--- src/rtl/eeprom_pkg.sv ---
package eeprom_pkg;

  localparam int RD_BYTES  = 4;
  localparam int RD_DATA_W = 8 * RD_BYTES;
  localparam int LANE_W    = $clog2(RD_BYTES);

  typedef enum logic [1:0] {
    SYM_START = 2'd0,
    SYM_STOP  = 2'd1,
    SYM_TX    = 2'd2,
    SYM_RX    = 2'd3
  } symKind_t;

  // control -> datapath
  typedef struct packed {
    logic       go;
    symKind_t   kind;
    logic [7:0] txByte;
    logic       nackOut;
  } bitCmd_t;

  // datapath -> control
  typedef struct packed {
    logic       symDone;
    logic [7:0] rxByte;
    logic       ackMissing;
  } bitRsp_t;

endpackage

--- src/rtl/eeprom_bitdp.sv ---
module eeprom_bitdp
  import eeprom_pkg::*;
#(
  parameter int QUARTER_CLKS = 32
) (
  input  logic    clk,
  input  logic    rstN,
  input  bitCmd_t cmd,
  input  logic    sdaIn,
  output bitRsp_t rsp,
  output logic    sclDrvLow,
  output logic    sdaDrvLow
);

  localparam int CW = $clog2(QUARTER_CLKS);
  localparam logic [CW-1:0] DIV_LAST = CW'(QUARTER_CLKS - 1);

  logic          busy;
  symKind_t      kind;
  logic [1:0]    quarter;
  logic [3:0]    slot;
  logic [CW-1:0] divCnt;
  logic [8:0]    shiftOut;
  logic [7:0]    shiftIn;
  logic          ackMissing;
  logic          symDone;
  logic          sclLvl, sdaLvl;
  logic          nextScl, nextSda;
  logic          tick;
  logic [3:0]    lastSlot;

  assign tick     = busy && (divCnt == DIV_LAST);
  assign lastSlot = (kind == SYM_TX || kind == SYM_RX) ? 4'd8 : 4'd0;

  // Line levels for the current quarter of the current symbol
  always_comb begin
    unique case (kind)
      SYM_START: begin
        nextScl = (quarter == 2'd1) || (quarter == 2'd2);
        nextSda = (quarter == 2'd0) || (quarter == 2'd1);
      end
      SYM_STOP: begin
        nextScl = (quarter != 2'd0);
        nextSda = (quarter == 2'd2) || (quarter == 2'd3);
      end
      default: begin
        nextScl = (quarter == 2'd1) || (quarter == 2'd2);
        nextSda = shiftOut[8];
      end
    endcase
  end

  always_ff @(posedge clk) begin
    if (!rstN) begin
      busy       <= 1'b0;
      kind       <= SYM_STOP;
      quarter    <= 2'd0;
      slot       <= 4'd0;
      divCnt     <= '0;
      shiftOut   <= '1;
      shiftIn    <= '0;
      ackMissing <= 1'b0;
      symDone    <= 1'b0;
      sclLvl     <= 1'b1;
      sdaLvl     <= 1'b1;
    end else begin
      symDone <= 1'b0;
      if (!busy) begin
        if (cmd.go) begin
          busy     <= 1'b1;
          kind     <= cmd.kind;
          quarter  <= 2'd0;
          slot     <= 4'd0;
          divCnt   <= '0;
          shiftOut <= (cmd.kind == SYM_TX) ? {cmd.txByte, 1'b1} : {8'hFF, cmd.nackOut};
        end
      end else begin
        sclLvl <= nextScl;
        sdaLvl <= nextSda;
        divCnt <= tick ? '0 : divCnt + 1'b1;
        if (tick) begin
          if (quarter == 2'd2) begin
            if (slot == 4'd8) ackMissing <= sdaIn;
            else              shiftIn    <= {shiftIn[6:0], sdaIn};
          end
          quarter <= quarter + 2'd1;
          if (quarter == 2'd3) begin
            shiftOut <= {shiftOut[7:0], 1'b1};
            if (slot == lastSlot) begin
              busy    <= 1'b0;
              symDone <= 1'b1;
            end else begin
              slot <= slot + 4'd1;
            end
          end
        end
      end
    end
  end

  assign rsp.symDone    = symDone;
  assign rsp.rxByte     = shiftIn;
  assign rsp.ackMissing = ackMissing;
  assign sclDrvLow      = ~sclLvl;
  assign sdaDrvLow      = ~sdaLvl;

endmodule

--- src/rtl/eeprom_ctrl.sv ---
module eeprom_ctrl
  import eeprom_pkg::*;
(
  input  logic                 clk,
  input  logic                 rstN,
  input  logic                 cmdWe,
  input  logic [31:0]          cmdData,
  input  bitRsp_t              rsp,
  output bitCmd_t              cmd,
  output logic [7:0]           status,
  output logic [RD_DATA_W-1:0] readData
);

  typedef enum logic [3:0] {
    ST_IDLE, ST_START, ST_DEVW, ST_MADDR, ST_WDATA,
    ST_RSTART, ST_DEVR, ST_RXB, ST_STOP
  } phase_t;

  phase_t            state;
  logic [31:0]       cmdReg;
  logic              pending;
  logic [LANE_W-1:0] byteCnt;
  logic [2:0]        ackBits;
  logic              done;

  logic              isRead, isQuad;
  logic [7:0]        wByte, mAddr;
  logic [6:0]        devAddr;
  logic [LANE_W-1:0] lastIdx;
  logic              unusedCmdBits;

  assign isRead        = cmdReg[0];
  assign isQuad        = cmdReg[1];
  assign wByte         = cmdReg[15:8];
  assign mAddr         = cmdReg[23:16];
  assign devAddr       = cmdReg[31:25];
  assign unusedCmdBits = ^{cmdReg[24], cmdReg[7:2]};
  assign lastIdx       = isQuad ? LANE_W'(RD_BYTES - 1) : '0;

  always_comb begin
    cmd.go      = (state != ST_IDLE) && !pending;
    cmd.kind    = SYM_TX;
    cmd.txByte  = 8'hFF;
    cmd.nackOut = 1'b1;
    unique case (state)
      ST_START, ST_RSTART: cmd.kind = SYM_START;
      ST_STOP:             cmd.kind = SYM_STOP;
      ST_DEVW:             cmd.txByte = {devAddr, 1'b0};
      ST_MADDR:            cmd.txByte = mAddr;
      ST_WDATA:            cmd.txByte = wByte;
      ST_DEVR:             cmd.txByte = {devAddr, 1'b1};
      ST_RXB: begin
        cmd.kind    = SYM_RX;
        cmd.nackOut = (byteCnt == lastIdx);
      end
      default: cmd.go = 1'b0;
    endcase
  end

  always_ff @(posedge clk) begin
    if (!rstN) begin
      state    <= ST_IDLE;
      cmdReg   <= '0;
      pending  <= 1'b0;
      byteCnt  <= '0;
      ackBits  <= '0;
      done     <= 1'b1;
      readData <= '0;
    end else if (state == ST_IDLE) begin
      if (cmdWe) begin
        cmdReg   <= cmdData;
        state    <= ST_START;
        done     <= 1'b0;
        ackBits  <= '0;
        readData <= '0;
        byteCnt  <= '0;
        pending  <= 1'b0;
      end
    end else begin
      if (cmd.go) pending <= 1'b1;
      if (rsp.symDone) begin
        pending <= 1'b0;
        unique case (state)
          ST_START: state <= ST_DEVW;
          ST_DEVW: begin
            if (rsp.ackMissing) begin ackBits[2] <= 1'b1; state <= ST_STOP; end
            else                  state <= ST_MADDR;
          end
          ST_MADDR: begin
            if (rsp.ackMissing) begin ackBits[1] <= 1'b1; state <= ST_STOP; end
            else                  state <= isRead ? ST_RSTART : ST_WDATA;
          end
          ST_WDATA:  state <= ST_STOP;
          ST_RSTART: state <= ST_DEVR;
          ST_DEVR: begin
            if (rsp.ackMissing) begin ackBits[0] <= 1'b1; state <= ST_STOP; end
            else                  state <= ST_RXB;
          end
          ST_RXB: begin
            readData[{byteCnt, 3'b000} +: 8] <= rsp.rxByte;
            if (byteCnt == lastIdx) state <= ST_STOP;
            else                    byteCnt <= byteCnt + 1'b1;
          end
          ST_STOP: begin
            state <= ST_IDLE;
            done  <= 1'b1;
          end
          default: state <= ST_IDLE;
        endcase
      end
    end
  end

  assign status = {ackBits, 4'b0000, done};

endmodule

--- src/rtl/eeprom_cmd_engine.sv ---
module eeprom_cmd_engine
  import eeprom_pkg::*;
#(
  parameter int QUARTER_CLKS = 32
) (
  input  logic        clk,
  input  logic        rstN,
  input  logic        cmdWe,
  input  logic [31:0] cmdData,
  input  logic        sdaIn,
  output logic        sclDrvLow,
  output logic        sdaDrvLow,
  output logic [7:0]  status,
  output logic [31:0] readData
);

  bitCmd_t bitCmd;
  bitRsp_t bitRsp;

  eeprom_ctrl uCtrl (
    .clk      (clk),
    .rstN     (rstN),
    .cmdWe    (cmdWe),
    .cmdData  (cmdData),
    .rsp      (bitRsp),
    .cmd      (bitCmd),
    .status   (status),
    .readData (readData)
  );

  eeprom_bitdp #(.QUARTER_CLKS(QUARTER_CLKS)) uBits (
    .clk       (clk),
    .rstN      (rstN),
    .cmd       (bitCmd),
    .sdaIn     (sdaIn),
    .rsp       (bitRsp),
    .sclDrvLow (sclDrvLow),
    .sdaDrvLow (sdaDrvLow)
  );

endmodule

--- config.mk ---
export PLATFORM = sky130hd
export DESIGN_NAME = eeprom_cmd_engine
export DESIGN_NICKNAME = d
export VERILOG_FILES = /design/src/rtl/eeprom_pkg.sv /design/src/rtl/eeprom_bitdp.sv /design/src/rtl/eeprom_ctrl.sv /design/src/rtl/eeprom_cmd_engine.sv
export SDC_FILE = /design/constraint.sdc
export NUM_CORES = 1
export LEC_CHECK = 0
export CORE_MARGIN = 5
export CORE_UTILIZATION = 30
export CTS_CLUSTER_SIZE = 40
export DETAILED_ROUTE_END_ITERATION = 8
export GPL_ROUTABILITY_DRIVEN = 0
export PLACE_DENSITY_LB_ADDON = 0.3
export SYNTH_ARGS = -nofsm -noshare
export SYNTH_HDL_FRONTEND = slang
export SYNTH_SLANG_ARGS = --single-unit
--- constraint.sdc ---
create_clock -name clk -period 5.1 [get_ports clk]
set_clock_uncertainty 0.05 [all_clocks]
set_input_delay 0.765 -clock clk [delete_from_list [all_inputs] [get_ports clk]]
set_output_delay 0.765 -clock clk [all_outputs]
set_load 0.005 [all_outputs]
[After elaboration in Yosys (flattened, before gate mapping)]
Cells that the tools add are included.
Storage, ports and cells
  register bits after elaboration: 110
  output and inout port bits: 42
  logic and storage cells: 158
Operators by class
  add/subtract/negate cells: 5
  equal/unequal tests: 25
  shift-type cells: 2
  mux-type cells: 63
  bitwise logic cells: 4
  reductions and logical operators: 39
Operators with widths (number)
  $mux 32: 4
  $mux 4: 13
  $mux 9: 5
  $bwmux 32: 1
  $pmux 8 s4: 1
  $reduce_and 4->1: 8
  $shift 8x7->32 const A: 1
  $shiftx 8x7->32: 1
  $pmux 4 s7: 1
  $mux 1: 21
  $mux 2: 9
  $reduce_bool 2->1: 9
  $eq 4x3->1 const B: 4
  $mux 5: 3
  $reduce_and 3->1: 4
  $eq 2x2->1 const B: 5
  $mux 3: 3
  $eq 4x2->1 const B: 2
  $eq 4x4->1 const B: 2
  $ne 2x2->1 const B: 4
  $reduce_and 2->1: 4
  $reduce_or 8->1: 1
  $neg 5->7: 1
  $pmux 2 s3: 1
  other kinds (20): 30

[Depth between registers and ports, before layout]
  depth in word-level cells: 8
  mapped depth: 10

[Modules after synthesis]
From an unflattened synthesis, not the netlist that was laid out.
Second synthesis, totals
  cell total of the unflattened synthesis: 594
  area, all modules: 4966.0 um^2
By module, submodules not included
  eeprom_ctrl: times used 1, cells an instance 390, area an instance 3153.0 um^2, seq. area each 1361.3 um^2
  eeprom_bitdp: times used 1, cells an instance 204, area an instance 1813.0 um^2, seq. area each 700.7 um^2

[Worst setup path after synthesis]
Ideal clock, no wire load.
  path type: flip-flop to flip-flop
  start: reg uBits.divCnt[0]
  end: reg uBits.shiftOut[1]
  library setup time: 0.122 ns
  data arrival time: 2.025 ns
  required time: 4.928 ns
  setup slack: 2.903 ns
  cell stages (with the launch flop): 10
  buffers on the path: 3
  clock period less this slack: 2.197 ns
  path through: dfxtp_1 > ha_1 > and3_1 > ha_1 > clkbuf_1 > and3_1 > buf_1 > a31oi_2 > buf_4 > a221o_1
Between the ends
  cells in the longest elaborated chain, start to end: 4
Ends and longest elaborated chain
  from (decl): RTL line eeprom_bitdp.sv:22  | logic [CW-1:0] divCnt;
  from (signal assigned): RTL line eeprom_bitdp.sv:80  | divCnt <= tick ? '0 : divCnt + 1'b1;
  $eq 5x5->1: RTL line eeprom_bitdp.sv:32  | assign tick = busy && (divCnt == DIV_LAST);
  $logic_and 1x1->1: RTL line eeprom_bitdp.sv:32
  $ne 2x2->1 (no source line)
  $reduce_and 3->1 (no source line)
  to (signal assigned): RTL line eeprom_bitdp.sv:75  | shiftOut <= (cmd.kind == SYM_TX) ? {cmd.txByte, 1'b1} : {8'hFF, cmd.nackOut};
  to (signal assigned): RTL line eeprom_bitdp.sv:88  | shiftOut <= {shiftOut[7:0], 1'b1};
  to (decl): RTL line eeprom_bitdp.sv:23  | logic [8:0] shiftOut;
No other way between the ends.
A chain may end at the register's enable or synchronous reset.

[Final worst setup path]
  start: reg uCtrl.state[1]
  end: reg uCtrl.state[2]
Between the ends
  cells in the longest elaborated chain, start to end: 4
  elaborated cells on any way between the ends: 15
  classes of those cells: eq/ne: 9; mux: 3; reduce/logical: 3
Ends and longest elaborated chain
  from (decl): RTL line eeprom_ctrl.sv:19  | phase_t state;
  from (signal assigned): RTL line eeprom_ctrl.sv:91  | else state <= isRead ? ST_RSTART : ST_WDATA;
  $eq 4x3->1 (tied with other cells): RTL line eeprom_ctrl.sv:83  | unique case (state)
  $pmux 4 s7: RTL line eeprom_ctrl.sv:83
  $mux 4: RTL line eeprom_ctrl.sv:81  | if (rsp.symDone) begin
  $mux 4: RTL line eeprom_ctrl.sv:69  | end else if (state == ST_IDLE) begin
Several ways; a longest one is shown, not always the timed one. The select of a mux whose other input is x is not followed.

==> results.toml <==
[outcome]
status = "finished, final reports clean"

[yosys]
synth_most_common_cell = "dfxtp_1"
synth_commonest_cells = "dfxtp_1, nand2_1, a21oi_1"
synth.avg_cell_area_sq_um = 8.59
syn_inst = 533
synth_seq_cells = 103
seq_area_frac_synth_pct = 45.0
ys_types = 64
ys_warn_count = 0
synth_flop_cell = "dfxtp_1"
synth_top_area_share_pct = 45.0
yosysTopAreaCell = "dfxtp_1"
synth_edf_count = 0
async_flop_share_pct = 0
syn-cell-area_sq_um = 4580
synth_area_leaders = "dfxtp_1, nand2_1, a21oi_1"

[clock_tree]
cts.path.max_buffers = 2
clkTransAtPathRegs_ps = 70
cts-root-buf = "clkbuf_16"
postCtsHoldBufs = 0
cts_resized = 0
cts_tree = "yes"
cts_made_buffers = 9
cts.sinks = 103
cts_max_level = 3
clock_latency_ps = 340
postCtsSetupBuffers = 0

[global_route]
grt_overflow = 0
grt_max_degree = 68
antenna_found_initial = 0
grt_first_pass_wirelength_um = 19100
grt_usage_pct = 12.9
grt_pass1_vias = 3824

[sta]
maxSlewHeadroom_pct = 22.8
fin_crit_ps = 2810
setup_ws_ps = 2290
worst_pin_slew_ps = 1160
fmax_mhz = 355
hold_viol = 0
finalCritPeriodShare_pct = 55.2
fin_tns_setup_ps = 0
slew_violations = 0
rsz0062_at_grt = "no"
setup_violations = 0

[worst_setup_path]
cpMaxStageDelayCell = "nor4_2"
worstSetupPathType = "reg2reg"
cp.required_ps = 5310
worst-r2r-cell-count = 4
arrival_ps = 3030
crit_chain = "nor4_2, nand2_1, and2_1, o31ai_1"
start_kind = "flip-flop"
endpoint = "uCtrl.state[2]"
slowest_delay_ps = 720
r2r_end = "uCtrl.state[2]"
crit_start = "uCtrl.state[1]"
r2r_slack_ps = 2290
r2r_start = "uCtrl.state[1]"
path_max_fanout = 29
cp-end-kind = "flip-flop"

[job]
cap_violations = 0

[layout]
areaGrowthSynthToFinish_pct = 22.8
finalCoreUtilization_pct = 37.3
drive_above_1_share_pct = 5.52
layout.nets = 624
fillers = 1520
antenna_cells = 0

[placed_design]
io_buffers = 66
pre_cts_slack_ps = 2160
dp_hpwl_um = 8040

[routing]
viasPerCell = 5.08
first_pass_iters = 5
post-route-drc-count = 0
drtIter0Drc = 229
wl_um = 11600
ant_nets = 0
wl_per_cell_um = 15.1
route.vias.total = 3900

[floorplan]
start_util_pct = 30.3
dieHeight_um = 134
dieArea_sq_um = 17800
std_cell_rows = 45
coreArea_sq_um = 15100
die-width_um = 134
pin_count = 78

[worst_hold_path]
hold_path.class = "reg2reg"

[power]
p_per_area_nw_per_um2 = 302
power_leakage_nw = 2.02
vdd_ir_drop_max_mv = 0.160
[registers in the layout (all words and copies together) (netlist names), 3 cells and up]
register	cells
uBits.shiftIn	8
uCtrl.state	4
uBits.slot	4
uCtrl.readData	32
uCtrl.ackBits	3
uCtrl.cmdReg	25
uBits.divCnt	5
uBits.shiftOut	9
[critical path: cells and delay by family (launching register included)]
family | cells | cell delay (ps)
DFF | 1 | 640
and+or+nand+nor | 3 | 1800
AOI/OAI and AO/OA | 1 | 220
[per-layer routing]
| layer | track usage, % | routed length, um | up-vias |
|---|---|---|---|
| li1 | - | - | 1972 |
| met1 | 16.9 | 5520 | 1861 |
| met2 | 21.3 | 5570 | 59 |
| met3 | 2.53 | 358 | 8 |
| met4 | 4.51 | 142 | 0 |
| met5 | 0 | 0 | - |
[metrics by stage]
step	instances	cell area [sq um]	hold slack [ps]	power, mW
floorplan	536	4590	382	0.965
global placement	751	5310	393	1.01
detailed placement	751	5310	393	1.01
CTS	767	5620	404	1.72
global route	768	5620	425	1.77
finish	768	5620	401	1.70
[cells in the final DEF (no fill, tap or decap), drive strengths merged, types with 2 or more instances in the layout]
cell type      synthesis  layout
a211o                  4       4
a211oi                 2       2
a21boi                 2       2
a21oi                 59      59
a22o                  18      18
a22oi                  4       4
a311oi                 2       2
a31oi                 10      10
a32o                   2       2
a32oi                  6       6
and3                   5       5
and4b                  2       2
buf                   18       2
clkbuf                23      10
clkdlybuf4s50          0      66
clkinv                 0       3
clkinvlp               0       2
conb                   1       4
dfxtp                103     103
ha                    13      13
inv                   16      17
mux2i                 12      12
nand2                100     100
nand2b                 7       7
nand3                 29      29
nand3b                 3       3
nor2                  23      23
nor2b                  5       5
nor3                   6       6
nor3b                  4       4
nor4                   6       6
o211ai                 4       4
o21ai                 11      11
o311a                  5       5
o311ai                 3       3
o31ai                  3       3
o41ai                  2       2
or3                    3       3
or3b                   2       2
or4                    2       2
[where the power goes]
group          switching, mW  internal (mW)  leakage, nW
Combinational         0.0799         0.0606         1.04
Sequential            0.0244          0.830        0.837
Clock                  0.319          0.387        0.144
[area by class of cell]
cell class	instances	area, sq um	share of cell area (%)
inverters	16	60.1	1.07
clock inverters	7	82.6	1.47
well taps	188	235	4.18
flip-flops and latches	103	2060	36.7
clock buffers	9	225	4.01
multi-input cells	376	2280	40.5
repair buffers	69	681	12.1
[how the worst min path moves through the flow]
stage                            start                  to  slack, ps  cells past startpoint
floorplan             uCtrl.cmdReg[13]    uCtrl.cmdReg[13]        380                      2
global placement      uCtrl.ackBits[1]    uCtrl.ackBits[1]        390                      2
detailed placement  uCtrl.readData[18]  uCtrl.readData[18]        390                      2
CTS                 uCtrl.readData[18]  uCtrl.readData[18]        400                      2
global route        uCtrl.readData[17]  uCtrl.readData[17]        430                      2
finish              uCtrl.readData[19]  uCtrl.readData[19]        400                      2
[cell families after synthesis]
family	count (synthesis)	synth area share (%)
DFF	103	45.0
muxes	13	2.87
buffers and inverters	57	5.47
xor gates and xnor gates	2	0.383
other	1	0.0819
and+or+nand+nor	202	21.5
adders and majority gates	13	3.55
AOI/OAI and AO/OA	142	21.2
Note: power is estimated with default switching activity, not from simulation.
